<file path="config.mk">
export PLATFORM = sky130hd
export DESIGN_NAME = bitplane_decomp
export DESIGN_NICKNAME = d
export VERILOG_FILES = /design/src/rtl/bpd_pkg.sv /design/src/rtl/bpd_ctrl.sv /design/src/rtl/bpd_half.sv /design/src/rtl/bpd_datapath.sv /design/src/rtl/bitplane_decomp.sv
export SDC_FILE = /design/constraint.sdc
export NUM_CORES = 1
export LEC_CHECK = 0
export ABC_AREA = 1
export CORE_MARGIN = 2
export CORE_UTILIZATION = 45
export DETAILED_ROUTE_END_ITERATION = 8
export PLACE_DENSITY = 0.7
export SLEW_MARGIN = 20
export SYNTH_ARGS = -nofsm -noshare
export SYNTH_HDL_FRONTEND = slang
export SYNTH_SLANG_ARGS = --single-unit
export TNS_END_PERCENT = 1
</file>
<file path="constraint.sdc">
create_clock -name clk -period 7.4 [get_ports clk]
set_input_delay 0.74 -clock clk [delete_from_list [all_inputs] [get_ports clk]]
set_output_delay 0.74 -clock clk [all_outputs]
set_load 0.03 [all_outputs]
</file>
<file path="src/rtl/bpd_pkg.sv">
package bpd_pkg;
  localparam int WORD_W       = 32;
  localparam int PIX_W        = 8;
  localparam int NUM_PIX      = 8;
  localparam int ROW_PIX      = 4;
  localparam int NUM_HALF     = 2;
  localparam int HALF_PIX     = NUM_PIX / NUM_HALF;
  localparam int HALF_COLS    = ROW_PIX / NUM_HALF;
  localparam int FIELD_W      = 12;
  localparam int SEL_W        = 2;
  localparam int IDX_W        = 3;
  localparam int CODED_PLANES = FIELD_W / IDX_W;
  localparam int RAW_PLANES   = FIELD_W / HALF_PIX;
  localparam int LOW_PLANES   = 5;
  localparam int PLANE_IDX_W  = 3;
  localparam logic [SEL_W-1:0] SEL_RAW = 2'd3;

  typedef struct packed {
    logic                   load;
    logic [1:0]             hiBits;
    logic [PLANE_IDX_W-1:0] topPlane;
  } ctl_t;

  function automatic logic [HALF_PIX-1:0] patLookup(input logic [SEL_W-1:0] grp,
                                                    input logic [IDX_W-1:0] idx);
    logic [HALF_PIX-1:0] p;
    case ({grp, idx})
      5'b00_000: p = 4'h0;  5'b00_001: p = 4'hF;
      5'b00_010: p = 4'h3;  5'b00_011: p = 4'hC;
      5'b00_100: p = 4'h5;  5'b00_101: p = 4'hA;
      5'b00_110: p = 4'h6;  5'b00_111: p = 4'h9;
      5'b01_000: p = 4'h1;  5'b01_001: p = 4'h2;
      5'b01_010: p = 4'h4;  5'b01_011: p = 4'h8;
      5'b01_100: p = 4'hE;  5'b01_101: p = 4'hD;
      5'b01_110: p = 4'hB;  5'b01_111: p = 4'h7;
      5'b10_000: p = 4'h7;  5'b10_001: p = 4'hB;
      5'b10_010: p = 4'hD;  5'b10_011: p = 4'hE;
      5'b10_100: p = 4'h3;  5'b10_101: p = 4'hC;
      5'b10_110: p = 4'h6;  5'b10_111: p = 4'h9;
      default:   p = 4'h0;
    endcase
    return p;
  endfunction
endpackage

</file>
<file path="src/rtl/bpd_ctrl.sv">
module bpd_ctrl
  import bpd_pkg::*;
(
  input  logic       clk,
  input  logic       rst,
  input  logic       validIn,
  input  logic [1:0] modeIn,
  input  logic [1:0] startIn,
  output ctl_t       ctl,
  output logic       validOut
);
  localparam logic [PLANE_IDX_W-1:0] TOP_LOW = PLANE_IDX_W'(LOW_PLANES - 1);

  always_comb begin
    ctl.load     = validIn;
    ctl.hiBits   = modeIn;
    ctl.topPlane = TOP_LOW - {1'b0, startIn};
  end

  always_ff @(posedge clk) begin
    if (rst) validOut <= 1'b0;
    else     validOut <= validIn;
  end
endmodule

</file>
<file path="src/rtl/bpd_half.sv">
module bpd_half
  import bpd_pkg::*;
(
  input  logic [SEL_W-1:0]                 sel,
  input  logic [FIELD_W-1:0]               field,
  input  logic [PLANE_IDX_W-1:0]           topPlane,
  output logic [HALF_PIX*LOW_PLANES-1:0]   lowBits
);
  logic [HALF_PIX-1:0] planes [CODED_PLANES];
  logic isRaw;

  assign isRaw = (sel == SEL_RAW);

  for (genvar k = 0; k < CODED_PLANES; k++) begin : g_plane
    if (k < RAW_PLANES) begin : g_both
      assign planes[k] = isRaw ? field[FIELD_W-1-HALF_PIX*k -: HALF_PIX]
                               : patLookup(sel, field[FIELD_W-1-IDX_W*k -: IDX_W]);
    end else begin : g_coded
      assign planes[k] = isRaw ? '0
                               : patLookup(sel, field[FIELD_W-1-IDX_W*k -: IDX_W]);
    end
  end

  always_comb begin
    int nPlanes;
    int d;
    nPlanes = isRaw ? RAW_PLANES : CODED_PLANES;
    lowBits = '0;
    for (int j = 0; j < HALF_PIX; j++) begin
      for (int b = 0; b < LOW_PLANES; b++) begin
        d = int'(topPlane) - b;
        if (d < 0)             lowBits[j*LOW_PLANES + b] = 1'b0;
        else if (d < nPlanes)  lowBits[j*LOW_PLANES + b] = planes[d[1:0]][j];
        else if (d == nPlanes) lowBits[j*LOW_PLANES + b] = 1'b1;
        else                   lowBits[j*LOW_PLANES + b] = 1'b0;
      end
    end
  end
endmodule

</file>
<file path="src/rtl/bpd_datapath.sv">
module bpd_datapath
  import bpd_pkg::*;
(
  input  logic                     clk,
  input  logic                     rst,
  input  ctl_t                     ctl,
  input  logic [WORD_W-1:0]        wordIn,
  output logic [NUM_PIX*PIX_W-1:0] pixOut
);
  localparam int SEL_TOP   = WORD_W - 1 - 2*SEL_W;
  localparam int FIELD_TOP = SEL_TOP - NUM_HALF*SEL_W;

  logic [HALF_PIX*LOW_PLANES-1:0] lowBits [NUM_HALF];
  logic [NUM_PIX*PIX_W-1:0] nextPix;

  for (genvar h = 0; h < NUM_HALF; h++) begin : g_half
    bpd_half u_half (
      .sel      (wordIn[SEL_TOP - SEL_W*h -: SEL_W]),
      .field    (wordIn[FIELD_TOP - FIELD_W*h -: FIELD_W]),
      .topPlane (ctl.topPlane),
      .lowBits  (lowBits[h])
    );
  end

  always_comb begin
    int pix;
    nextPix = '0;
    for (int h = 0; h < NUM_HALF; h++) begin
      for (int j = 0; j < HALF_PIX; j++) begin
        pix = (j / HALF_COLS) * ROW_PIX + h * HALF_COLS + (j % HALF_COLS);
        nextPix[pix*PIX_W +: PIX_W] = {ctl.hiBits, 1'b0, lowBits[h][j*LOW_PLANES +: LOW_PLANES]};
      end
    end
  end

  always_ff @(posedge clk) begin
    if (rst)           pixOut <= '0;
    else if (ctl.load) pixOut <= nextPix;
  end
endmodule

</file>
<file path="src/rtl/bitplane_decomp.sv">
module bitplane_decomp
  import bpd_pkg::*;
(
  input  logic        clk,
  input  logic        rst,
  input  logic        validIn,
  input  logic [31:0] wordIn,
  output logic        validOut,
  output logic [63:0] pixOut
);
  ctl_t ctl;

  bpd_ctrl u_ctrl (
    .clk      (clk),
    .rst      (rst),
    .validIn  (validIn),
    .modeIn   (wordIn[31:30]),
    .startIn  (wordIn[29:28]),
    .ctl      (ctl),
    .validOut (validOut)
  );

  bpd_datapath u_dp (
    .clk    (clk),
    .rst    (rst),
    .ctl    (ctl),
    .wordIn (wordIn),
    .pixOut (pixOut)
  );
endmodule

</file>
==> results.ini, run 1 <==
[die]
core_area_sq_um=12100
initial_core_util=0.463
num_rows=40
io-pin-count=100
die_h_microns=115
dieWidth_microns=115
dieArea_sq_um=13300

[layout]
layout_common_cells=nand2_1 (252), nand3_1 (159), clkdlybuf4s50_1 (91), ha_1 (86), a21oi_1 (67)
final_common_cell=nand2_1
finalCoreUtilization=0.537
syn2layout_area_growth_pct=15.9
drive_gt1_frac=0.0471
antenna_cells=0
finalNetCount=1055

[route]
totalWireLength_mm=15.3
viasPerCell=5.32
drc=0
drt_iter0_drc=404
ant_nets=0
wl_per_cell_microns=13.9
detail_route.first_pass.iterations=5
vias=5864

[critical_path]
crit_arrival_ns=4.31
crit_start=wordIn[28]
rrSetupSlack_ns=6.65
cp.required_ns=7.61
reg2reg_depth=2
worst_r2r_endpoint=u_dp.pixOut[55]
critPathKind=input port to flip-flop
cp-end-kind=flip-flop
worstReg2RegStart=u_dp.pixOut[55]
worstPathCellList=clkdlybuf4s50_1 -> buf_4 -> inv_1 -> ha_1 -> xor2_4 -> inv_2 -> ha_1 -> nand3_1 -> nand2_1 -> a21oi_1 -> nand2_1 -> a21oi_1
critPathMaxStageDelay_ns=0.81
cp_slowest_cell=ha_1
cp_max_fo=42
critPathLaunchType=input port

[power]
p_clk_frac=0.236
seqPwrFrac=0.286
switching_share=0.420
intPower_w=0.000529
p_switching_w=0.000382
p_per_area_nw_per_um2=141
p_leak_nw=2.97
p_comb_frac=0.478
vdd_ir_drop_max_v=0.000101

[clocking]
cts_buffer_depth=2
hold_buffers=0
ctsResizeCount=0
clock_sinks=43
insertion_delay_ns=0.28
cts_tree=yes
cts_buffers=5
htreeDepth=2
root_buffer=clkbuf_16
cts.clk_slew.worst_paths_ns=0.06
cts_setup_buffers=0

[synth]
ys_seq_elements=43
ys_seq_area_frac=0.154
postSynthCellCount=890
yosysWarnings=0
syn-cell-area_sq_um=5590
syn_area_per_cell_sq_um=6.28
ys_types=36

[hold_path]
min-delay-start=u_dp.pixOut[33]
hp-class=flip-flop to flip-flop
whs_endpoint=u_dp.pixOut[33]
whs_path_depth=2

[status]
status=finished clean

[placement]
dp_hpwl_mm=11.6
io_buffer_count=91
place.gp.congestion=0.942

[timing]
slew_violations=0
finalSetupViolations=0
worst_pin_slew_ns=0.890
max_freq_mhz=244
maxSlewHeadroom=0.405
whs_ns=0.460
hold_violations=0
fin_crit_sh=0.554
grt_setup_unrepaired=false
tns_ns=0
min_period_ns=4.10
skew_ns=0

[flow_run]
cap_violations=0

[global_route]
grt_pass1_vias=5234
grt_use_total=0.227
grt_pass1_wl_mm=24.9
gr-total-overflow=0
grt_antenna_before_repair=0
grt_max_degree=43

==> final cells by class <==
cell class / count / area, sq um
Fill cell: 1240 / 5590
Sequential cell: 43 / 861
Clock inverter: 2 / 12.5
Clock buffer: 6 / 129
Timing Repair Buffer: 97 / 956
Multi-Input combinational cell: 728 / 4080
Tap cell: 168 / 210
Inverter: 59 / 226
==> state kept, by name, indices dropped and copies added, names as in the netlist <==
register / cells
u_dp.pixOut: 42
u_ctrl.validOut: 1
==> worst max-delay path, delay by kind of cell <==
family | cells | cell delay [ns]
buf+inv | 4 | 1.26
simple gates | 3 | 0.25
compound gates | 2 | 0.38
fa+ha+maj | 2 | 1.16
xor+xnor | 1 | 0.49
==> power by group through the flow <==
stage	Sequential (W)	Clock [W]	Combinational (W)
after floorplan	0.000300	0	0.000280
after detailed placement	0.000266	0	0.000430
after CTS	0.000261	0.000217	0.000432
after global placement	0.000266	0	0.000428
final	0.000261	0.000215	0.000435
after global routing	0.000262	0.000228	0.000486
==> how the worst max path moves through the flow <==
stage	endpoint	slack, ns	cells past startpoint
2_1_floorplan	u_dp.pixOut[19]	4.31	13
3_3_place_gp	u_dp.pixOut[17]	3.12	12
3_5_place_dp	u_dp.pixOut[9]	3.07	12
4_1_cts	u_dp.pixOut[49]	3.32	12
5_1_grt	u_dp.pixOut[9]	2.93	12
6_report	u_dp.pixOut[9]	3.30	12
==> cells by family (layout without fill, tap and decap cells) <==
group | count (synthesis) | count (layout) | synth area share
AO/OA/AOI/OAI | 157 | 157 | 0.161
XOR/XNOR | 2 | 2 | 0.00650
adder cells (fa/ha/maj) | 86 | 86 | 0.193
buffers and inverters | 126 | 164 | 0.121
flip-flops | 43 | 43 | 0.154
other | 1 | 8 | 0.000671
AND/OR/NAND/NOR | 475 | 475 | 0.364
==> metrics by stage <==
| stage | area, sq um | std cells | setup slack (ns) | total power (W) |
|---|---|---|---|---|
| CTS | 6470 | 1103 | 3.32 | 0.000910 |
| floorplan | 5610 | 897 | 4.31 | 0.000580 |
| global placement | 6330 | 1095 | 3.12 | 0.000694 |
| detailed placement | 6330 | 1095 | 3.07 | 0.000696 |
| finish | 6470 | 1103 | 3.30 | 0.000911 |
| global route | 6470 | 1103 | 2.93 | 0.000976 |
==> cells in the mapped netlist <==
cell type	instances	area, sq um
nand2_1	252	946
nand3_1	159	796
ha_1	86	1080
a21oi_1	67	335
inv_1	47	176
nor2_1	47	176
o21ai_0	46	230
dfxtp_1	43	861
buf_4	34	255
o211ai_1	17	128
buf_2	12	60.1
clkbuf_1	10	37.5
inv_2	10	37.5
o21ai_1	10	50.1
buf_6	7	78.8
a21oi_2	4	35.0
buf_1	3	11.3
nand2_2	3	18.8
nand4_1	3	18.8
nor3_1	3	15.0
o211ai_2	3	37.5
o22ai_1	3	18.8
or2_2	3	18.8
a211oi_1	2	15.0
inv_4	2	12.5
nand3_2	2	20.0
o21a_1	2	15.0
o21bai_1	2	15.0
clkbuf_2	1	5.00
conb_1	1	3.75
nand2_4	1	11.3
nor2_2	1	6.26
o31ai_4	1	21.3
or2_1	1	6.26
xor2_1	1	8.76
xor2_4	1	27.5
==> routing by layer <==
layer	track usage	wire length [microns]	part of all wire	vias to the layer above
met5	0	0	0	-
li1	-	-	-	3029
met1	0.298	7000	0.46	2655
met3	0.0230	611	0.040	18
met4	0.0474	215	0.014	0
met2	0.405	7490	0.49	162
No activity file was read; power rests on OpenSTA's default activity.
==> run 2: changes to the inputs <==
--- a/config.mk
+++ b/config.mk
@@ -9,7 +9,7 @@
 export CORE_MARGIN = 2
 export CORE_UTILIZATION = 45
 export DETAILED_ROUTE_END_ITERATION = 8
-export PLACE_DENSITY = 0.7
+export PLACE_DENSITY = 0.73
 export SLEW_MARGIN = 20
 export SYNTH_ARGS = -nofsm -noshare
 export SYNTH_HDL_FRONTEND = slang
==> constraint.sdc (replaced) <==
create_clock -name clk -period 3.6 [get_ports clk]
set_input_delay 0.36 -clock clk [delete_from_list [all_inputs] [get_ports clk]]
set_output_delay 0.36 -clock clk [all_outputs]
set_load 0.03 [all_outputs]
==> results.ini, run 2 (same netlist as run 1, synthesis figures left out) <==
[die]
io-pin-count=100
num_rows=40
dieWidth_microns=115
dieArea_sq_um=13300
die_h_microns=115
initial_core_util=0.463
core_area_sq_um=12100

[power]
total_power_w=0.00196
p_leak_nw=3.02
p_per_area_nw_per_um2=299
vdd_ir_drop_max_v=0.000202

[route]
drc=0
viasPerCell=5.32
detail_route.first_pass.iterations=5
vias=5902
wl_per_cell_microns=13.7
drt_iter0_drc=493
totalWireLength_mm=15.2
ant_nets=0

[clocking]
cts_buffer_depth=2
htreeDepth=2
cts_setup_buffers=0
hold_buffers=0
cts.clk_slew.worst_paths_ns=0.06
insertion_delay_ns=0.28
root_buffer=clkbuf_16
clock_sinks=43
ctsResizeCount=0
cts_buffers=5
cts_tree=yes

[global_route]
gr-total-overflow=0
grt_antenna_before_repair=0
grt_pass1_wl_mm=25.1
grt_pass1_vias=5472
grt_max_degree=42
grt_use_total=0.227

[layout]
finalInstanceArea_sq_um=6540
largest_reg_flops=42
drive_gt1_frac=0.0542
regMostFlops=u_dp.pixOut
layout_common_cells=nand2_1 (252), nand3_1 (159), clkdlybuf4s50_1 (91), ha_1 (86), a21oi_1 (67)
reg_top3=u_dp.pixOut x42, u_ctrl.validOut x1
final_common_cell=nand2_1
finalNetCount=1061
antenna_cells=0
syn2layout_area_growth_pct=17.2

[timing]
max_freq_mhz=360
worst_pin_slew_ns=0.675
whs_ns=0.461
grt_setup_unrepaired=false
maxSlewHeadroom=0.548
layout_setup_ws_ns=0.823
fin_crit_sh=0.771
slew_violations=0
tns_ns=0
hold_violations=0
skew_ns=0
finalSetupViolations=0
min_period_ns=2.78

[hold_path]
whs_path_depth=2
hp-class=flip-flop to flip-flop

[placement]
dp_hpwl_mm=11.6
place.gp.congestion=0.937
dpl_cell_area_sq_um=6370
io_buffer_count=91
post-place-ws_ns=0.567

[flow_run]
cap_violations=0

[critical_path]
critPathLaunchType=input port
critPathMaxStageDelay_ns=0.50
cp.required_ns=3.76
worstPathCellList=clkdlybuf4s50_1 -> inv_1 -> ha_1 -> buf_4 -> ha_1 -> nand2_1 -> nor2_1 -> a211oi_1 -> nor3_1 -> nor2_1 -> a21oi_1
reg2reg_depth=2
critPathKind=input port to flip-flop
cp_slowest_cell=clkdlybuf4s50_1
cp_max_fo=19
crit_arrival_ns=2.94
cp-end-kind=flip-flop

[status]
status=finished clean

[run 2: power breakdown]
part           switching (W)  internal [W]  leakage (nW)  total [W]
clock               0.000192      0.000327        0.0838   0.000519
combinational       0.000577      0.000327          2.58   0.000903
sequential         0.0000221      0.000513         0.352   0.000535
total               0.000790       0.00117          3.02    0.00196
[run 2: layout make-up]
cell class              count  area, sq um
multi-input cells         728         4080
clock buffers               5          125
inverters                  59          226
flip-flops and latches     43          861
well taps                 168          210
fillers                  1243         5520
repair buffers            103         1000
clock inverters             3         43.8
[run 2: worst paths after layout]
check | from | end | slack (ns)
worst min register to register | u_dp.pixOut[34] | u_dp.pixOut[34] | 0.46
worst max-delay path | wordIn[29] | u_dp.pixOut[0] | 0.82
worst max register to register | u_dp.pixOut[51] | u_dp.pixOut[51] | 2.85
worst min-delay path | u_dp.pixOut[34] | u_dp.pixOut[34] | 0.46
[run 2: through the flow]
| stage | utilization | instances |
|---|---|---|
| after global placement | 0.529 | 1101 |
| after floorplan | - | 897 |
| after detailed placement | 0.529 | 1101 |
| final | 0.543 | 1109 |
| after global routing | 0.543 | 1109 |
| after CTS | 0.543 | 1109 |
[run 2: per-layer routing]
layer  vias to the layer above  global-route usage  wire length (microns)
met5                         -                   0                      0
met4                         0              0.0562                    323
met3                        27              0.0225                    635
met2                       155               0.404                   7330
met1                      2673               0.294                   6880
li1                       3047                   -                      -
[run 2: worst max-delay path: cells and delay by family]
kind / cells / cell delay, ns
compound gates: 2 / 0.57
buf+inv: 3 / 0.86
simple gates: 4 / 0.48
fa+ha+maj: 2 / 0.66
